[src/rtl/mc_pkg.sv]
package mc_pkg;
  localparam int CFG_W = 3;

  typedef struct packed {
    logic registered;   // pin follows the flip-flop
    logic active_high;  // no inversion on the pin
    logic reg_fb;       // feedback from flip-flop instead of pin
  } mc_mode_t;
endpackage

[src/rtl/mc_cfg_decode.sv]
module mc_cfg_decode
  import mc_pkg::*;
(
  input  logic [CFG_W-1:0] cfg,
  output mc_mode_t         mode
);
  always_comb begin
    mode.registered  = ~cfg[1];
    mode.active_high = cfg[0];
    mode.reg_fb      = ~cfg[2] & ~cfg[1];
  end
endmodule

[src/rtl/mc_dff.sv]
module mc_dff #(
  parameter logic RESET_VAL = 1'b0
) (
  input  logic clk,
  input  logic rst,
  input  logic d,
  input  logic set_sync,
  input  logic clr_async,
  output logic q
);
  always_ff @(posedge clk or posedge clr_async) begin
    if (clr_async)     q <= 1'b0;
    else if (rst)      q <= RESET_VAL;
    else if (set_sync) q <= 1'b1;
    else               q <= d;
  end
endmodule

[src/rtl/mc_outsel.sv]
module mc_outsel
  import mc_pkg::*;
(
  input  mc_mode_t mode,
  input  logic     sum,
  input  logic     q,
  input  logic     oe,
  input  logic     pin_in,
  output logic     pin_out,
  output logic     pin_oe,
  output logic     fb
);
  logic core;
  logic resolved;

  always_comb begin
    core     = mode.registered ? q : sum;
    pin_out  = mode.active_high ? core : ~core;
    pin_oe   = oe;
    resolved = oe ? pin_out : pin_in;
    fb       = mode.reg_fb ? q : resolved;
  end
endmodule

[src/rtl/pld_macrocell.sv]
module pld_macrocell
  import mc_pkg::*;
(
  input  logic             clk,
  input  logic             rst,
  input  logic [CFG_W-1:0] cfg,
  input  logic             sum_in,
  input  logic             oe_term,
  input  logic             preset_term,
  input  logic             clear_term,
  input  logic             pin_in,
  output logic             pin_out,
  output logic             pin_oe,
  output logic             fb_out
);
  mc_mode_t mode;
  logic     q_state;

  mc_cfg_decode u_dec (
    .cfg  (cfg),
    .mode (mode)
  );

  mc_dff #(.RESET_VAL(1'b0)) u_ff (
    .clk       (clk),
    .rst       (rst),
    .d         (sum_in),
    .set_sync  (preset_term),
    .clr_async (clear_term),
    .q         (q_state)
  );

  mc_outsel u_sel (
    .mode    (mode),
    .sum     (sum_in),
    .q       (q_state),
    .oe      (oe_term),
    .pin_in  (pin_in),
    .pin_out (pin_out),
    .pin_oe  (pin_oe),
    .fb      (fb_out)
  );
endmodule

[config.mk]
export PLATFORM = sky130hd
export DESIGN_NAME = pld_macrocell
export DESIGN_NICKNAME = d
export VERILOG_FILES = /design/src/rtl/mc_pkg.sv /design/src/rtl/mc_cfg_decode.sv /design/src/rtl/mc_dff.sv /design/src/rtl/mc_outsel.sv /design/src/rtl/pld_macrocell.sv
export SDC_FILE = /design/constraint.sdc
export NUM_CORES = 1
export LEC_CHECK = 0
export ABC_AREA = 1
export BUFFER_PORTS_ARGS = -buffer_cell sky130_fd_sc_hd__buf_2
export CAP_MARGIN = 20
export CORE_AREA = 2 2 39 41
export DETAILED_ROUTE_END_ITERATION = 6
export DIE_AREA = 0 0 41 43
export PLACE_DENSITY = 0.44
export REMOVE_ABC_BUFFERS = 1
export SLEW_MARGIN = 30
export SYNTH_ARGS = -nofsm -noshare
export SYNTH_HDL_FRONTEND = slang
export SYNTH_SLANG_ARGS = --single-unit
[constraint.sdc]
create_clock -name clk -period 0.8 [get_ports clk]
set_input_delay 0.08 -clock clk [delete_from_list [all_inputs] [get_ports clk]]
set_output_delay 0.08 -clock clk [all_outputs]
set_load 0.01 [all_outputs]
; Word level (Yosys, flattened, before mapping)
; Index checks and enable logic that the tools add are counted.
[totals]
regBits = 1
latch_bits = 0
ramBits = 0
romBits = 0
output_inout_bits = 3
word_cells = 11
mem_count = 0
[classes]
addsub = 0
multipliers = 0
div_mod_pow = 0
magnitude_cmp = 0
n_eq_ne = 0
shift = 0
mux = 6
bitwise = 4
reduce_logical = 0
[op_table]
columns = op, n
row1 = 2-to-1 mux 1 bit, 6
row2 = inverter 1 bit, 3
row3 = AND 1 bit, 1

; Logic depth before layout (Yosys ltp)
[depth]
ltp_word = 5
mapped_depth = 6
mapped_depth_nobuf = 6

; Hierarchy
; A second synthesis with hierarchy kept.
[unflattened]
hier_cells = 25
hier_area_um2 = 153.9
[modules_own_cells]
columns = module, instances, cells_per_inst, area_each_um2
row1 = mc_outsel, 1, 18, 102.6
row2 = mc_dff, 1, 4, 36.3
row3 = mc_cfg_decode, 1, 3, 15.0

; Worst setup path after synthesis
; Ideal clock, no wire load.
[synth_timing]
path_kind = register to output
start = reg u_ff.q
end = out fb_out
arrival_ns = 0.718
required_ns = 0.720
slack_ns = 0.002
path_stages_with_launch = 7
n_path_buf = 0
cell_sequence = dfrtp_1 -> inv_1 -> nand2_1 -> nand3_2 -> nand3_2 -> nand2_1 -> nand2_1
[synth_via]
elab_chain_len = 5
[synth_rtl]
columns = element, line
row1 = start: declaration, mc_dff.sv:9  ; output logic q
row2 = start signal: assignment, mc_dff.sv:12  ; if (clr_async) q <= 1'b0;
row3 = start signal: assignment, mc_dff.sv:13  ; else if (rst) q <= RESET_VAL;
row4 = start signal: assignment, mc_dff.sv:14  ; else if (set_sync) q <= 1'b1;
row5 = 2-to-1 mux 1 bit, mc_outsel.sv:17  ; core = mode.registered ? q : sum;
row6 = inverter 1 bit, mc_outsel.sv:18  ; pin_out = mode.active_high ? core : ~core;
row7 = 2-to-1 mux 1 bit, mc_outsel.sv:18
row8 = 2-to-1 mux 1 bit, mc_outsel.sv:20  ; resolved = oe ? pin_out : pin_in;
row9 = 2-to-1 mux 1 bit (*), mc_outsel.sv:21  ; fb = mode.reg_fb ? q : resolved;
row10 = end: declaration, pld_macrocell.sv:14  ; output logic fb_out
; Every way passes the cells marked *; elsewhere a longest branch is shown, timed or not.

; Worst setup path after layout
; Same ends and word-level chain as after synthesis.

==> flow_metrics.py <==
metrics = {
    "finish": {
        "mostFrequentLayoutCells": "12 x buf_2, 6 x nand2_1, 4 x inv_1, 4 x nor2_1, 3 x nand3_2",
        "drive_above_1_share": 0.568,
        "n_fill_cell": 167,
        "area_delta_synth_final_pct": 74.1,
        "largest_reg_flops": 1,
        "top_regs": "u_ff.q: 1 flops",
        "layout_commonest_cell": "buf_2",
        "fin_cells": 53,
        "n_antenna_cell": 0,
        "final_nets": 49,
        "regMostFlops": "u_ff.q",
        "final_core_util": 0.170,
    },
    "timing": {
        "fmax_mhz": 1080,
        "slew_violations": 0,
        "rsz0062_at_grt": "yes",
        "slew_headroom": 0.900,
        "finalSetupViolations": 2,
        "finalCriticalPeriod_ns": 0.923,
        "worst_slack_ns": -0.123,
        "finalHoldViolCount": 0,
        "tightestPinTransition_ns": 0.149,
        "finalCritPeriodShare": 1.15,
        "timing.hold.ws_ns": 0.233,
    },
    "min_path": {
        "hp-class": "primary input to flip-flop",
    },
    "logic_synthesis": {
        "ys_warn_count": 0,
        "synth_area_um2": 135,
        "synth_area_per_cell_um2": 5.88,
        "seq_area_frac_synth": 0.185,
        "ys_types": 9,
        "synth_seq_cells": 1,
        "synthCells": 23,
    },
    "global_routing": {
        "grt_pass1_wl_um": 476,
        "overflow": 0,
        "track_usage": 0.0361,
        "antenna_found_initial": 0,
        "grt_pass1_vias": 142,
        "grt_start_max_net_pins": 5,
    },
    "clocking": {
        "clkSlewWorstSetupHoldPaths_ns": 0,
    },
    "placement": {
        "routabilityCongestion": 0.636,
        "hpwl_um": 264,
        "io_buffers": 12,
        "dpl.cell_count": 50,
    },
    "job": {
        "max_cap_violations": 0,
    },
    "detailed_routing": {
        "wl_met1_um": 127,
        "wl_met2_um": 118,
        "routed_wl_um": 291,
        "met3_length_um": 45,
        "topRoutingLayerUsed": "met3",
        "wl_per_cell_um": 5.49,
        "dr.pass1.iters": 1,
        "drcViolationCount": 0,
        "drt_iter0_drc": 0,
        "vias": 165,
        "via_per_inst": 3.11,
        "ant_nets": 0,
    },
    "floorplanning": {
        "num_rows": 14,
        "top_level_ports": 13,
        "die-height_um": 43,
        "die_area_um2": 1760,
        "start_util": 0.0976,
        "fp.dieW_um": 41,
        "coreArea_um2": 1380,
    },
    "power": {
        "ir_drop_mv": 0.332,
        "p_per_area_nw_per_um2": 681,
        "leakage_nw": 0.142,
    },
    "setup_path": {
        "cp-start-kind": "flip-flop",
        "critPathTopFamily": "flip-flops",
        "crit_arrival_ns": 0.84,
        "cp_max_fo": 3,
        "worst_path_max_delay_cell": "dfrtp_1",
        "crit_buf_inv": 2,
        "path_cells": "inv_1 > nand2_2 > nand3_2 > nand3_2 > nand2_1 > nand2_1 > buf_2",
        "critPathMaxStageDelay_ns": 0.38,
        "path_class": "flip-flop to output pin",
        "cp_data_required_time_ns": 0.72,
        "endpoint_kind": "output pin",
    },
    "run_status": {
        "violations": "setup timing",
        "status": "finished, violations left",
    },
}
[metrics by stage]
step	setup TNS [ns]	worst slack, ns	total power [W]	cell area (µm²)
4_1_cts	-0.161	-0.130	0.000156	225
5_1_grt	-0.359	-0.183	0.000176	235
6_report	-0.244	-0.123	0.000160	235
3_5_place_dp	-0.168	-0.136	0.000148	208
3_3_place_gp	-0.132	-0.117	0.000147	208
2_1_floorplan	0	0.00217	0.000102	128
[Yosys cell counts (all sizes together)]
master,count,area share
nand3,3,0.22
dfrtp,1,0.19
inv,5,0.14
buf,1,0.056
nor2,5,0.16
nand2,8,0.24
[final timing paths]
path	start	end	slack [ns]	cells past startpoint
worst max-delay path	u_ff.q$_DFF_PP0_	fb_out	-0.12	7
min in group asynchronous	clear_term	u_ff.q$_DFF_PP0_	0.47	3
max in group asynchronous	clear_term	u_ff.q$_DFF_PP0_	0.25	3
worst min-delay path	rst	u_ff.q$_DFF_PP0_	0.23	2
[layout make-up]
type	instances	area [µm²]	share of cell area
tap	16	20.0	0.0851
multi-input combinational	16	86.3	0.367
timing repair buffer	15	85.1	0.362
inverter	5	18.8	0.0798
sequential	1	25.0	0.106
[layer usage]
layer	track usage	vias to the layer above
met3	0	0
met4	0	0
li1	-	94
met5	0	-
met1	0.0511	61
met2	0.0625	10
[report_power, final]
| group | switching [W] | internal, W | total (W) |
|---|---|---|---|
| Combinational | 0.0000488 | 0.0000537 | 0.000102 |
| Sequential | 0.00000284 | 0.0000548 | 0.0000576 |
| Clock | 0 | 0 | 0 |
[repair_timing]
action                                 in CTS  in global routing
buffers inserted                            1                  1
setup endpoints to repair                   2                  2
hold buffers                                1                  0
pin swaps                                   1                  2
endpoints found under the hold margin       1                  0
resized for setup                           0                  1
[cells by family after synthesis]
kind of cell,synth area share
AND/OR/NAND/NOR,0.620
flip-flops,0.185
buffers and inverters,0.194
(Power assumes the default switching activity.)
